--- src/rtl/vtg_pkg.sv ---
package vtg_pkg;

  // Strobes issued by the control to the phase datapath.
  typedef struct packed {
    logic lineAdvance;  // current line ends at this edge
    logic stepSel50;    // step to add for the line that follows
  } vtgStrobe_t;

endpackage

--- src/rtl/vtg_datapath.sv ---
module vtg_datapath
  import vtg_pkg::*;
#(
  parameter int unsigned FRAC_W  = 12,
  parameter int unsigned STEP_60 = 8791293,
  parameter int unsigned STEP_50 = 8864320,
  parameter int unsigned INT_W   = 12
) (
  input  logic       clk,
  input  logic       rst,
  input  logic       modeInit,
  input  vtgStrobe_t strb,
  output logic       lineLast,
  output logic       hsyncTick
);

  localparam int unsigned PHASE_W = INT_W + FRAC_W;
  localparam logic [PHASE_W-1:0] STEP60_V = PHASE_W'(STEP_60);
  localparam logic [PHASE_W-1:0] STEP50_V = PHASE_W'(STEP_50);

  logic [INT_W-1:0]   cycCnt;
  logic [INT_W-1:0]   lineLen;
  logic [FRAC_W-1:0]  phaseFrac;
  logic [PHASE_W-1:0] stepNext;
  logic [PHASE_W-1:0] phaseSum;
  logic [PHASE_W-1:0] stepInit;

  assign stepNext = strb.stepSel50 ? STEP50_V : STEP60_V;
  assign stepInit = modeInit ? STEP50_V : STEP60_V;
  assign phaseSum = {{INT_W{1'b0}}, phaseFrac} + stepNext;

  assign lineLast  = (cycCnt == lineLen - INT_W'(1));
  assign hsyncTick = (cycCnt == '0);

  always_ff @(posedge clk) begin
    if (rst) begin
      cycCnt    <= '0;
      lineLen   <= stepInit[PHASE_W-1:FRAC_W];
      phaseFrac <= stepInit[FRAC_W-1:0];
    end else if (strb.lineAdvance) begin
      cycCnt    <= '0;
      lineLen   <= phaseSum[PHASE_W-1:FRAC_W];
      phaseFrac <= phaseSum[FRAC_W-1:0];
    end else begin
      cycCnt <= cycCnt + INT_W'(1);
    end
  end

endmodule

--- src/rtl/vtg_ctrl.sv ---
module vtg_ctrl
  import vtg_pkg::*;
#(
  parameter int unsigned LINES_60    = 263,
  parameter int unsigned LINES_50    = 313,
  parameter int unsigned VBLANK_LINE = 240,
  parameter int unsigned LINE_W      = 9,
  parameter int unsigned FRAME_W     = 16
) (
  input  logic               clk,
  input  logic               rst,
  input  logic               modeSel50,
  input  logic               interlaceEn,
  input  logic               lineLast,
  output vtgStrobe_t         strb,
  output logic               vblank,
  output logic               vblankIrq,
  output logic [LINE_W-1:0]  lineNum,
  output logic [FRAME_W-1:0] frameCnt,
  output logic               fieldBit
);

  localparam logic [LINE_W-1:0] LAST60 = LINE_W'(LINES_60 - 1);
  localparam logic [LINE_W-1:0] LAST50 = LINE_W'(LINES_50 - 1);
  localparam logic [LINE_W-1:0] VBL    = LINE_W'(VBLANK_LINE);

  logic               modeReg;
  logic               frameLast;
  logic [LINE_W-1:0]  lineInc;
  logic [FRAME_W-1:0] frameInc;

  assign frameLast = (lineNum == (modeReg ? LAST50 : LAST60));
  assign lineInc   = lineNum + LINE_W'(1);
  assign frameInc  = frameCnt + FRAME_W'(1);

  always_comb begin
    strb.lineAdvance = lineLast;
    strb.stepSel50   = frameLast ? modeSel50 : modeReg;
  end

  always_ff @(posedge clk) begin
    if (rst) begin
      modeReg   <= modeSel50;
      lineNum   <= '0;
      frameCnt  <= '0;
      fieldBit  <= 1'b0;
      vblank    <= 1'b0;
      vblankIrq <= 1'b0;
    end else begin
      vblankIrq <= 1'b0;
      if (lineLast) begin
        if (frameLast) begin
          lineNum  <= '0;
          frameCnt <= frameInc;
          fieldBit <= interlaceEn & frameInc[0];
          modeReg  <= modeSel50;
          vblank   <= 1'b0;
        end else begin
          lineNum <= lineInc;
          if (lineInc == VBL) begin
            vblank    <= 1'b1;
            vblankIrq <= 1'b1;
          end
        end
      end
    end
  end

endmodule

--- src/rtl/vtg_top.sv ---
module vtg_top
  import vtg_pkg::*;
#(
  parameter int unsigned FRAC_W      = 12,
  parameter int unsigned STEP_60     = 8791293,
  parameter int unsigned STEP_50     = 8864320,
  parameter int unsigned LINES_60    = 263,
  parameter int unsigned LINES_50    = 313,
  parameter int unsigned VBLANK_LINE = 240,
  parameter int unsigned FRAME_W     = 16,
  localparam int unsigned MAX_LINES  = (LINES_60 > LINES_50) ? LINES_60 : LINES_50,
  localparam int unsigned LINE_W     = $clog2(MAX_LINES),
  localparam int unsigned MAX_STEP   = (STEP_60 > STEP_50) ? STEP_60 : STEP_50,
  localparam int unsigned INT_W      = $clog2((MAX_STEP >> FRAC_W) + 2)
) (
  input  logic               clk,
  input  logic               rst,
  input  logic               modeSel50,
  input  logic               interlaceEn,
  output logic               hsyncTick,
  output logic               vblank,
  output logic               vblankIrq,
  output logic [LINE_W-1:0]  lineNum,
  output logic [FRAME_W-1:0] frameCnt,
  output logic               fieldBit
);

  vtgStrobe_t strb;
  logic       lineLast;

  vtg_datapath #(
    .FRAC_W (FRAC_W),
    .STEP_60(STEP_60),
    .STEP_50(STEP_50),
    .INT_W  (INT_W)
  ) dp_i (
    .clk      (clk),
    .rst      (rst),
    .modeInit (modeSel50),
    .strb     (strb),
    .lineLast (lineLast),
    .hsyncTick(hsyncTick)
  );

  vtg_ctrl #(
    .LINES_60   (LINES_60),
    .LINES_50   (LINES_50),
    .VBLANK_LINE(VBLANK_LINE),
    .LINE_W     (LINE_W),
    .FRAME_W    (FRAME_W)
  ) ctrl_i (
    .clk        (clk),
    .rst        (rst),
    .modeSel50  (modeSel50),
    .interlaceEn(interlaceEn),
    .lineLast   (lineLast),
    .strb       (strb),
    .vblank     (vblank),
    .vblankIrq  (vblankIrq),
    .lineNum    (lineNum),
    .frameCnt   (frameCnt),
    .fieldBit   (fieldBit)
  );

endmodule

--- config.mk ---
export PLATFORM = sky130hd
export DESIGN_NAME = vtg_top
export DESIGN_NICKNAME = d
export VERILOG_FILES = /design/src/rtl/vtg_pkg.sv /design/src/rtl/vtg_datapath.sv /design/src/rtl/vtg_ctrl.sv /design/src/rtl/vtg_top.sv
export SDC_FILE = /design/constraint.sdc
export NUM_CORES = 1
export LEC_CHECK = 0
export ABC_AREA = 1
export BUFFER_PORTS_ARGS = -buffer_cell sky130_fd_sc_hd__buf_2
export CELL_PAD_IN_SITES_DETAIL_PLACEMENT = 0
export CELL_PAD_IN_SITES_GLOBAL_PLACEMENT = 1
export CORE_UTILIZATION = 43
export DETAILED_ROUTE_END_ITERATION = 6
export MAX_ROUTING_LAYER = met4
export PLACE_DENSITY_LB_ADDON = 0.1
export SKIP_LAST_GASP = 1
export SYNTH_ARGS = -nofsm -noshare
export SYNTH_HDL_FRONTEND = slang
export SYNTH_HIERARCHICAL = 1
export SYNTH_SLANG_ARGS = --single-unit
--- constraint.sdc ---
create_clock -name clk -period 2.9 [get_ports clk]
set_clock_uncertainty 0.05 [all_clocks]
set_input_delay 0.435 -clock clk [delete_from_list [all_inputs] [get_ports clk]]
set_output_delay 0.435 -clock clk [all_outputs]
set_load 0.005 [all_outputs]
Yosys cells after proc, flatten, opt, wreduce, memory -nomap -nowiden
Cells that the tools add are included.
- register bits after elaboration: 65
- output and inout port bits: 29
- input bits: 4
- add/sub/neg operators: 5
- multiplexer cells: 14
- reductions and logical operators: 7
- bitwise logic cells: 2
- equal/unequal tests: 3
- operators with widths (operator ; number):
    two-way mux 12 bit ; 4
    two-way mux 17 bit ; 2
    adder 12 x 24 -> 24 bit ; 1
    adder 16 x 1 -> 16 bit (second input constant) ; 1
    adder 12 x 1 -> 12 bit (second input constant) ; 1
    equality test 12 bit ; 1
    logical NOT 12 bit ; 1
    subtractor 12 x 1 -> 12 bit (second input constant) ; 1
    adder 9 x 1 -> 9 bit (second input constant) ; 1
    equality test 9 x 8 -> 1 bit (second input constant) ; 1
    equality test 9 bit ; 1
    two-way mux 9 bit ; 1
    two-way mux 1 bit ; 6
    two-way mux 6 bit ; 1
    AND reduction 2 bit ; 2
    nonzero test 2 bit ; 2
    OR reduction 3 bit ; 1
    OR reduction 2 bit ; 1
    AND 1 bit ; 1
    NOT 1 bit ; 1

Logic depth before layout (Yosys ltp)
Gate-level depths: netlist of the first run.
- depth in word-level cells: 7
- mapped depth: 18
- gate-level depth less buffers: 17

Modules after synthesis
The synthesis of the first run kept the hierarchy.
- modules (own cells, without submodules) (module ; cells an instance ; times used ; area each (µm²)):
    vtg_datapath ; 248 ; 1 ; 1799.2
    vtg_ctrl ; 238 ; 1 ; 1626.6

Worst setup path before layout of the first run
Ideal clock, no wire load.
- path type: register to register
- start point: register ctrl_i.lineNum[1]
- end point: register dp_i.phaseFrac[6] (data pin)
- setup slack: 369 ps
- cell stages (with the launch flop): 16
- arrival time: 2219 ps
- buffers on the path: 0
- setup time: 262 ps
- path through: dfxtp_1 nand4_1 a21oi_2 nand2_1 o21ai_1 inv_1 ha_1 ha_1 nand2_1 nand3_1 nand2_1 inv_1 nand2_1 nand2_1 a21oi_1 o21ai_0
- RTL lines (element ; RTL line ; source):
    start: declaration ; vtg_ctrl.sv:18 ; output logic [LINE_W-1:0] lineNum,
    start signal: assignment ; vtg_ctrl.sv:59 ; lineNum <= lineInc;
    end signal: assignment ; vtg_datapath.sv:39 ; phaseFrac <= stepInit[FRAC_W-1:0];
    end signal: assignment ; vtg_datapath.sv:43 ; phaseFrac <= phaseSum[FRAC_W-1:0];
    end: declaration ; vtg_datapath.sv:23 ; logic [FRAC_W-1:0] phaseFrac;

==> results of run 1 <==
[repair_timing]
action	in CTS	in global routing
resized for setup	0	7
setup endpoints to repair	0	7
endpoints found under the hold margin	0	0
[flip-flops by register name, indices dropped and copies added (netlist names)]
signal            count
ctrl_i/frameCnt      16
ctrl_i/lineNum        9
ctrl_i/vblank         1
dp_i/cycCnt          12
ctrl_i/modeReg        1
ctrl_i/vblankIrq      1
dp_i/lineLen          3
ctrl_i/fieldBit       1
dp_i/phaseFrac       12
[cells by family after synthesis]
kind of cell | share of synthesized area, %
DFF | 37.4
xor gates and xnor gates | 4.09
and+or+nand+nor | 32.3
adders and majority gates | 5.48
AOI/OAI and AO/OA | 11.0
buffers and inverters | 9.71
[worst max-delay path: stages (launching register included)]
cell and delay (ns):
dfxtp_1 0.42, inv_2 0.09, o31ai_4 0.25, nand2_1 0.14, o21ai_2 0.16, inv_2 0.11
ha_1 0.24, ha_1 0.23, nand2_1 0.10, nand3_1 0.06, nand2_1 0.11, inv_1 0.08
nand2_1 0.06, nand2_1 0.05, a21oi_1 0.13, o21ai_0 0.09
[cells in the mapped netlist (all sizes together)]
library cell / count / area share [%]
or2: 2 / 0.37
edfxtp: 16 / 14
nand3b: 3 / 0.66
o22ai: 7 / 1.3
o2111ai: 1 / 0.26
nand4: 15 / 2.7
o21ai: 24 / 3.7
a21oi: 30 / 4.5
a22oi: 1 / 0.22
nor2: 49 / 5.4
xnor2: 5 / 1.3
dfxtp: 40 / 23
a31oi: 1 / 0.18
clkinv: 4 / 0.44
nand2: 128 / 14
buf: 6 / 1.4
clkbuf: 1 / 0.11
nor3b: 1 / 0.22
o31ai: 1 / 0.62
inv: 71 / 7.8
nand3: 37 / 5.8
xor2: 11 / 2.8
ha: 15 / 5.5
nor3: 16 / 3.0
o21a: 1 / 0.22
[path summary, 6_finish.rpt]
check / cells after the start / slack (ns) / end
max reg2reg: 15 / 0.29 / dp_i/phaseFrac[6]$_SDFFCE_PP1P_
min reg2reg: 2 / 0.42 / ctrl_i/vblank$_SDFFE_PP0P_
max: 15 / 0.29 / dp_i/phaseFrac[6]$_SDFFCE_PP1P_
min: 3 / 0.32 / ctrl_i/fieldBit$_SDFFE_PP0P_
[stage by stage]
step	setup slack [ns]	hold WS (ns)	instance area (µm²)	total power (W)	util, %
after floorplan	0.369	0.389	3430	0.00107	-
after global placement	0.219	0.399	3700	0.00113	47.9
after detailed placement	0.124	0.402	3700	0.00113	47.9
after CTS	0.119	0.303	3840	0.00177	49.7
after global routing	0.0325	0.322	3850	0.00185	49.8
final	0.291	0.316	3850	0.00175	49.8
[area by class of cell]
type	count	area, µm²
inverter	75	282
clock buffer	5	68.8
timing repair buffer	36	203
tap	102	128
fill	819	3880
multi-input combinational	348	1820
clock inverter	3	68.8
sequential	56	1290
[layer usage]
metal | part of all wire [%] | GRT usage, % | vias up
met4 | 1.0 | 5.03 | 0
met3 | 2.6 | 3.10 | 6
met2 | 46 | 34.2 | 51
met1 | 51 | 26.1 | 1399
li1 | - | - | 1662
met5 | 0 | - | -
[power groups by stage]
| stage | clock network [W] | logic [W] | registers, W |
|---|---|---|---|
| 6_report | 0.000632 | 0.000262 | 0.000857 |
| 2_1_floorplan | 0 | 0.000202 | 0.000869 |
| 3_5_place_dp | 0 | 0.000260 | 0.000875 |
| 4_1_cts | 0.000653 | 0.000261 | 0.000858 |
| 5_1_grt | 0.000682 | 0.000304 | 0.000861 |
| 3_3_place_gp | 0 | 0.000260 | 0.000875 |
==> impl_metrics.csv, run 1 <==
group,metric,value,unit
outcome,outcome,"completed",
cts,numCtsBuffers,5,
timing,slew_headroom,67.6,%
cts,clk_pin_slew,0.11,ns
synth,postSynthCellCount,486,
synth,yosysSeqAreaShare,37.4,%
finish,final_cell_mix,"127 x nand2_1, 63 x inv_1, 48 x nor2_1, 36 x dfxtp_1, 34 x nand3_1",
timing,tns,0,ns
timing,worst_pin_slew,0.486,ns
floorplan,die_x,91.3,µm
power_and_ir_drop,pwr-share-clk,36.1,%
timing,fmax,383,MHz
cts,h-tree-depth,2,
synth,netlist_area,0.00343,mm²
drt,drtAntennaViolNets,0,
timing,drv_slew,0,
power_and_ir_drop,p_leak,1.62,nW
job,maxCapViolations,0,
place,hpwl,5730,µm
power_and_ir_drop,intPower,0.00128,W
cts,tritoncts,"done",
floorplan,rows,32,
cts,cts_setup_buffers,0,
finish,synthToLayoutAreaGrowth,12.4,%
cts,clk_latency,0.32,ns
floorplan,die-area,0.00833,mm²
synth,ys_warn_count,6,
synth,synth_nets,505,
grt,grt_first_pass_wirelength,13500,µm
critical_path,crit-reg2reg-launch,"ctrl_i/lineNum[5]$_SDFFE_PP0P_",
drt,wl_per_cell,12.4,µm
drt,drc_errors,0,
timing,fin_crit_sh,90.0,%
drt,num_vias,3118,
critical_path,worstPathArrival,2.63,ns
cts,cts_sinks,56,
floorplan,pin_count,33,
critical_path,critPathMaxFanout,8,
finish,layout_commonest_cell,"nand2_1",
min_path,hold_path_startpoint,"interlaceEn",
critical_path,worst_ep_required_time,2.92,ns
cts,holdBufCountCts,0,
finish,diodes,0,
grt,antenna_found_initial,0,
grt,grt_max_degree,25,
timing,setup-violations-final,0,
finish,nets,541,
cts,cts_root_buf,"clkbuf_8",
drt,firstDrtPassIters,6,
floorplan,core_area,0.00773,mm²
synth,synth_cell_types,37,
place,gp_congestion,0.823,
cts,clk_path_buf_depth,2,
place,io_buffer_count,32,
power_and_ir_drop,power.switching,0.000468,W
critical_path,crit_type,"register to register",
power_and_ir_drop,powerDensity,455,mW/mm²
drt,vias_per_cell,4.99,
critical_path,cp-startpoint,"ctrl_i/lineNum[5]$_SDFFE_PP0P_",
grt,grt_use_total,20.5,%
timing,finalCriticalPeriod,2.61,ns
power_and_ir_drop,comb_power_share,15.0,%
finish,final_cells,625,
floorplan,die_h,91.3,µm
power_and_ir_drop,p_sw_share,26.7,%
drt,initialDrtViolationCount,126,
grt,grt_pass1_vias,2966,
power_and_ir_drop,peakVddDrop,0.209,mV
timing,rsz0062_at_grt,"false",
synth,ys_ff_latch,56,
grt,gr-total-overflow,0,
timing,hold_violations,0,
drt,wirelength,7780,µm
floorplan,floorplan.initialDensity,44.3,%
synth,syn_avg_cell_area,7.05,µm²
critical_path,critPathLaunchType,"register",
place,placed_cells,617,
power_and_ir_drop,seqPwrFrac,48.9,%
min_path,holdCritPathClass,"input pin to register",
critical_path,endpoint_kind,"register",
finish,drive_gt1_share,13.4,%
Power figures use the tool's default switching activity.
==> run 2: changes to the inputs <==
--- a/config.mk
+++ b/config.mk
@@ -9,12 +9,11 @@
 export BUFFER_PORTS_ARGS = -buffer_cell sky130_fd_sc_hd__buf_2
 export CELL_PAD_IN_SITES_DETAIL_PLACEMENT = 0
 export CELL_PAD_IN_SITES_GLOBAL_PLACEMENT = 1
-export CORE_UTILIZATION = 43
+export CORE_UTILIZATION = 44
 export DETAILED_ROUTE_END_ITERATION = 6
 export MAX_ROUTING_LAYER = met4
 export PLACE_DENSITY_LB_ADDON = 0.1
 export SKIP_LAST_GASP = 1
 export SYNTH_ARGS = -nofsm -noshare
 export SYNTH_HDL_FRONTEND = slang
-export SYNTH_HIERARCHICAL = 1
 export SYNTH_SLANG_ARGS = --single-unit
==> impl_metrics.csv, run 2 <==
group,metric,value,unit
finish,nets,535,
cts,clk_latency,0.31,ns
job,maxCapViolations,0,
timing,worst_pin_slew,0.606,ns
finish,drive_gt1_share,19.1,%
power_and_ir_drop,pwr-share-clk,31.4,%
critical_path,endpoint_kind,"register",
power_and_ir_drop,p_sw_share,28.5,%
finish,synthToLayoutAreaGrowth,12.1,%
timing,fmax,377,MHz
synth,ys_warn_count,0,
critical_path,r2r_setup_slack,0.25,ns
grt,antenna_found_initial,0,
power_and_ir_drop,peakVddDrop,0.197,mV
power_and_ir_drop,p_leak,1.67,nW
grt,grt_pass1_vias,2858,
place,gp_congestion,0.919,
synth,netlist_area,0.00359,mm²
place,hpwl,6270,µm
floorplan,die_x,92.3,µm
power_and_ir_drop,powerDensity,403,mW/mm²
drt,firstDrtPassIters,5,
timing,fin_crit_sh,91.4,%
timing,rsz0062_at_grt,"false",
cts,h-tree-depth,2,
power_and_ir_drop,p_total,0.00162,W
drt,drc_errors,0,
finish,multi_input_area,0.00201,mm²
cts,clk_path_buf_depth,2,
finish,layout_commonest_cell,"nand2_1",
synth,synth_compound_area_share,9.25,%
synth,synth_area_leader_cell,"dfxtp_1",
place,placed_cells,616,
critical_path,crit_end,"dp_i.phaseFrac[11]$_SDFFCE_PP0P_",
floorplan,core_area,0.00781,mm²
critical_path,critPathSlowestCell,"dfxtp_1",
critical_path,critPathMaxStageDelay,0.35,ns
synth,netlist_top_cells_area,"dfxtp_1 22%, edfxtp_1 13%, nand2_1 11%",
finish,largest-register,"ctrl_i.frameCnt",
cts,cts_root_buf,"clkbuf_8",
critical_path,worstPathBufferInverterCount,4,
cts,clk_pin_slew,0.10,ns
synth,synth_edf_count,15,
power_and_ir_drop,comb_power_share,16.6,%
finish,largest_register_ffs,16,
synth,synth_nets,495,
synth,synth_most_common_cell,"nand2_1",
critical_path,worst_ep_required_time,2.93,ns
min_path,holdCritPathClass,"input pin to register",
drt,wl_per_cell,12.9,µm
power_and_ir_drop,intPower,0.00116,W
cts,holdBufCountCts,0,
finish,nFillCells,812,
synth,yosys.area_share.xor_xnor,3.66,%
drt,wirelength,8070,µm
critical_path,crit_top_cell,"inv_1",
critical_path,crit_type,"register to register",
grt,gr-total-overflow,0,
power_and_ir_drop,seqPwrFrac,51.9,%
synth,syn_avg_cell_area,7.42,µm²
grt,grt_max_degree,20,
finish,diodes,0,
critical_path,path_delay_family,"simple AND/OR/NAND/NOR gates",
timing,setup-violations-final,0,
grt,grt_use_total,20.9,%
timing,tns,0,ns
timing,hold_violations,0,
synth,synth_fa_ha_area_share,2.79,%
synth,synth_top_area_share,22.3,%
synth,synthMuxAreaShare,0,%
synth,postSynthCellCount,483,
drt,drtAntennaViolNets,0,
synth,synth_common_cells,"107 x nand2_1, 62 x inv_1, 45 x nor2_1",
cts,numCtsBuffers,5,
synth,synth_ff_type,"dfxtp_1",
power_and_ir_drop,power.switching,0.000462,W
drt,num_vias,3191,
synth,yosysSeqAreaShare,34.9,%
critical_path,critPathLaunchType,"register",
synth,ys_async_sr_fraction,0,%
critical_path,r2r-end,"dp_i.phaseFrac[11]$_SDFFCE_PP0P_",
timing,drv_slew,0,
cts,tritoncts,"done",
critical_path,r2r.worst_path.cells,16,
floorplan,rows,32,
finish,fin_util,51.5,%
critical_path,cp-startpoint,"ctrl_i.lineNum[0]$_SDFFE_PP0N_",
floorplan,die_h,92.3,µm
drt,initialDrtViolationCount,129,
floorplan,floorplan.initialDensity,45.9,%
finish,final_cell_mix,"107 x nand2_1, 62 x inv_1, 45 x nor2_1, 37 x dfxtp_1, 32 x buf_2",
finish,final_cells,626,
timing,finalCriticalPeriod,2.65,ns
critical_path,critPathMaxFanout,12,
grt,grt_first_pass_wirelength,13900,µm
critical_path,path_cells,"inv_1 -> nand3_1 -> nor2_4 -> buf_12 -> nand4_4 -> nand2_8 -> ha_1 -> inv_1 -> nor2_1 -> inv_1 -> nor3_2 -> nand4_1 -> nand2_2 -> nand2_1 -> nand2_1 -> nor2_2",
critical_path,cp.depth,16,
critical_path,crit-reg2reg-launch,"ctrl_i.lineNum[0]$_SDFFE_PP0N_",
finish,seqCellArea,0.00125,mm²
critical_path,worstPathArrival,2.68,ns
outcome,outcome,"completed",
synth,ys_ff_latch,55,
timing,slew_headroom,59.3,%
cts,cts_sinks,55,
synth,synth_cell_types,53,
finish,largestRegisters,"ctrl_i.frameCnt (16), dp_i.cycCnt (12), dp_i.phaseFrac (12)",
floorplan,die-area,0.00851,mm²
min_path,hold_depth,3,
drt,vias_per_cell,5.10,
floorplan,pin_count,33,
place,io_buffer_count,32,
synth,yosys.area_share.simple,40.2,%
synth,synth_top_family_by_area,"simple AND/OR/NAND/NOR gates",
## run 2: changes by cell type in the layout (fill, tap and decap cells not counted), sizes merged, moves of 5 or more
cell	change
a21oi	-7
buf	+5
ha	-7
inv	-5
nor3b	+5
nor4	+9
## run 2: kinds of logic (layout without fill, tap and decap cells)
kind of cell	after synthesis	in the layout
AO/OA/AOI/OAI	58	58
XOR/XNOR	15	15
adder cells (fa/ha/maj)	8	8
buffers and inverters	77	118
flip-flops	55	55
AND/OR/NAND/NOR	270	270
## run 2: tightest hold or removal path: stages
cell     delay, ns
buf_2         0.09
nand3_1       0.07
a21oi_1       0.06
## run 2: cell type report
class                   instances  area share, %
clock buffers                   7           2.68
flip-flops and latches         55           31.2
repair buffers                 41           5.98
clock inverters                 1          0.124
well taps                     102           3.17
multi-input cells             351           50.0
inverters                      69           6.78
## run 2: worst min-delay path by stage
stage / start / endpoint
floorplan: dp_i.cycCnt[0]$_SDFF_PP0_ / dp_i.cycCnt[0]$_SDFF_PP0_
global placement: ctrl_i.fieldBit$_SDFFE_PP0P_ / ctrl_i.fieldBit$_SDFFE_PP0P_
detailed placement: ctrl_i.vblank$_SDFFE_PP0P_ / ctrl_i.vblank$_SDFFE_PP0P_
CTS: interlaceEn / ctrl_i.fieldBit$_SDFFE_PP0P_
global route: interlaceEn / ctrl_i.fieldBit$_SDFFE_PP0P_
finish: interlaceEn / ctrl_i.fieldBit$_SDFFE_PP0P_
## run 2: per-stage QoR
stage | hold slack (ns) | instance area [µm²] | worst slack, ns
finish | 0.341 | 4020 | 0.249
global route | 0.366 | 4020 | 0.00670
CTS | 0.336 | 3980 | 0.0881
detailed placement | 0.413 | 3870 | 0.113
global placement | 0.401 | 3870 | 0.140
floorplan | 0.391 | 3590 | 0.421
## run 2: per-layer routing
layer / part of all wire (%) / vias up / global-route usage, %
met5: 0 / - / -
met4: 1.0 / 0 / 4.17
met3: 3.4 / 8 / 3.23
met2: 45 / 61 / 32.7
met1: 50 / 1443 / 28.6
li1: - / 1679 / -
## run 2: timing repair
item	4_1_cts	5_1_grt
buffers inserted	0	2
hold endpoints to repair	0	0
endpoints found under the setup margin	0	4
gates resized for setup	0	4
## run 2: power by group through the flow
stage	logic [W]	clock network, W	registers [W]
3_5_place_dp	0.000269	0	0.000860
4_1_cts	0.000270	0.000528	0.000842
6_report	0.000270	0.000510	0.000842
3_3_place_gp	0.000269	0	0.000860
5_1_grt	0.000303	0.000560	0.000846
2_1_floorplan	0.000221	0	0.000852
==> run 3: changes to the inputs <==
--- a/config.mk
+++ b/config.mk
@@ -13,6 +13,7 @@
 export DETAILED_ROUTE_END_ITERATION = 6
 export MAX_ROUTING_LAYER = met4
 export PLACE_DENSITY_LB_ADDON = 0.1
+export REMOVE_ABC_BUFFERS = 1
 export SKIP_LAST_GASP = 1
 export SYNTH_ARGS = -nofsm -noshare
 export SYNTH_HDL_FRONTEND = slang
==> impl_metrics.csv, run 3 (same netlist as run 2, synthesis figures left out) <==
group,metric,value,unit
critical_path,crit-reg2reg-launch,"ctrl_i.lineNum[4]$_SDFFE_PP0N_",
place,io_buffer_count,32,
cts,numCtsBuffers,5,
critical_path,path_cells,"nand2_2 -> inv_2 -> nand3_2 -> nand2_4 -> nand3_4 -> nand2_4 -> nand2_4 -> ha_1 -> inv_1 -> nor2_1 -> inv_1 -> nor3_2 -> nand4_1 -> nand2_2 -> nand2_1 -> nand2_1 -> nor2_2",
min_path,holdCritPathClass,"input pin to register",
cts,clk_pin_slew,0.11,ns
place,hpwl,6350,µm
timing,finalCriticalPeriod,2.65,ns
cts,tritoncts,"done",
finish,largest_register_ffs,16,
cts,h-tree-depth,2,
place,postPlaceCellArea,0.00387,mm²
floorplan,rows,32,
grt,grt_pass1_vias,3036,
finish,largest-register,"ctrl_i.frameCnt",
timing,tns,0,ns
timing,worst_pin_slew,0.454,ns
cts,cts_root_buf,"clkbuf_8",
critical_path,critPathMaxFanout,7,
timing,slew_headroom,69.7,%
critical_path,crit_type,"register to register",
finish,final_cell_mix,"107 x nand2_1, 62 x inv_1, 45 x nor2_1, 40 x dfxtp_1, 32 x buf_2",
grt,antenna_found_initial,0,
timing,setup-violations-final,0,
floorplan,die_x,92.3,µm
drt,vias_per_cell,5.04,
outcome,outcome,"completed",
finish,nFillCells,802,
drt,drc_errors,0,
cts,cts_sinks,55,
finish,nets,534,
drt,drtAntennaViolNets,0,
min_path,hold_path_end,"ctrl_i.fieldBit$_SDFFE_PP0P_",
floorplan,core_area,0.00781,mm²
grt,gr-total-overflow,0,
finish,seqCellArea,0.00125,mm²
grt,grt_max_degree,21,
power_and_ir_drop,peakVddDrop,0.231,mV
drt,wl_per_cell,13.2,µm
finish,diodes,0,
floorplan,pin_count,33,
critical_path,r2r-end,"dp_i.phaseFrac[11]$_SDFFCE_PP0P_",
finish,drive_gt1_share,18.4,%
floorplan,die-area,0.00851,mm²
critical_path,crit_top_cell,"nand2_4",
drt,initialDrtViolationCount,104,
timing,drv_slew,0,
min_path,hold_depth,3,
grt,grt_use_total,21.4,%
cts,holdBufCountCts,0,
critical_path,worst_ep_required_time,2.93,ns
drt,num_vias,3148,
cts,cts.repair.resized,0,
timing,fin_crit_sh,91.6,%
finish,multi_input_area,0.00200,mm²
critical_path,endpoint_kind,"register",
grt,grt_first_pass_wirelength,14200,µm
job,maxCapViolations,0,
power_and_ir_drop,p_leak,1.66,nW
critical_path,critPathSlowestCell,"dfxtp_1",
floorplan,die_h,92.3,µm
cts,cts_setup_buffers,0,
cts,clk_latency,0.32,ns
critical_path,r2r_setup_slack,0.25,ns
timing,fmax,377,MHz
timing,rsz0062_at_grt,"false",
timing,hold_violations,0,
floorplan,floorplan.initialDensity,45.9,%
power_and_ir_drop,powerDensity,418,mW/mm²
critical_path,r2r.worst_path.cells,17,
place,gp_congestion,0.867,
min_path,hold_path_startpoint,"interlaceEn",
cts,clk_path_buf_depth,2,
drt,firstDrtPassIters,5,
critical_path,worstPathArrival,2.68,ns
finish,largestRegisters,"ctrl_i.frameCnt (16), dp_i.cycCnt (12), dp_i.phaseFrac (12)",
critical_path,critPathLaunchType,"register",
finish,final_cell_area,0.00400,mm²
finish,synthToLayoutAreaGrowth,11.5,%
finish,layout_commonest_cell,"nand2_1",
critical_path,critPathMaxStageDelay,0.47,ns
drt,wirelength,8270,µm
## run 3: changes by cell type in the layout (fill, tap and decap cells not counted), sizes merged
cell / before / now
clkbuf: 7 / 5
buf: 41 / 40
clkinv: 2 / 3
bufinv: 1 / 2
## run 3: through the flow
step | cells | setup WS (ns) | hold slack (ns) | util [%] | power, W
6_report | 625 | 0.245 | 0.318 | 51.2 | 0.00167
4_1_cts | 625 | 0.238 | 0.308 | 51.2 | 0.00170
2_1_floorplan | 475 | 0.205 | 0.391 | - | 0.00106
3_3_place_gp | 617 | 0.355 | 0.403 | 49.6 | 0.00113
5_1_grt | 625 | 0.0378 | 0.338 | 51.2 | 0.00176
3_5_place_dp | 617 | 0.282 | 0.408 | 49.6 | 0.00113
## run 3: how the worst max path moves through the flow
stage               cells after the start  slack [ns]                      startpoint                                to
global route                           17        0.04  ctrl_i.lineNum[0]$_SDFFE_PP0N_      dp_i.phaseFrac[10]$_DFFE_PP_
CTS                                    17        0.24  ctrl_i.lineNum[1]$_SDFFE_PP0N_  dp_i.phaseFrac[11]$_SDFFCE_PP0P_
finish                                 17        0.25  ctrl_i.lineNum[4]$_SDFFE_PP0N_  dp_i.phaseFrac[11]$_SDFFCE_PP0P_
global placement                       15        0.35   dp_i.lineLen[0]$_SDFFCE_PP0P_  ctrl_i.frameCnt[11]$_SDFFE_PP0P_
floorplan                               8        0.20       dp_i.lineLen[2]$_DFFE_PP_     dp_i.lineLen[0]$_SDFFCE_PP0P_
detailed placement                     17        0.28  ctrl_i.lineNum[1]$_SDFFE_PP0N_  dp_i.phaseFrac[11]$_SDFFCE_PP0P_
## run 3: power breakdown
part / switching (W) / total [W] / internal, W
sequential: 0.0000248 / 0.000842 / 0.000818
combinational: 0.000171 / 0.000269 / 0.0000972
clock: 0.000294 / 0.000561 / 0.000267
total: 0.000490 / 0.00167 / 0.00118
## run 3: cell type report
cell class	count	area share, %
Timing Repair Buffer	40	5.51
Clock inverter	3	1.38
Inverter	69	6.82
Multi-Input combinational cell	351	50.1
Tap cell	102	3.19
Sequential cell	55	31.3
Clock buffer	5	1.72
## run 3: worst max-delay path: cells and delay by family, from the launching register on
| kind | cells | cell delay (ns) |
|---|---|---|
| simple gates | 13 | 1.30 |
| flops | 1 | 0.47 |
| fa+ha+maj | 1 | 0.32 |
| buf+inv | 3 | 0.25 |
## run 3: routing by layer
layer / track usage, % / routed length, µm
met1: 27.3 / 4070
met2: 36.0 / 3850
met3: 2.82 / 247
met4: 5.21 / 102
met5: - / 0
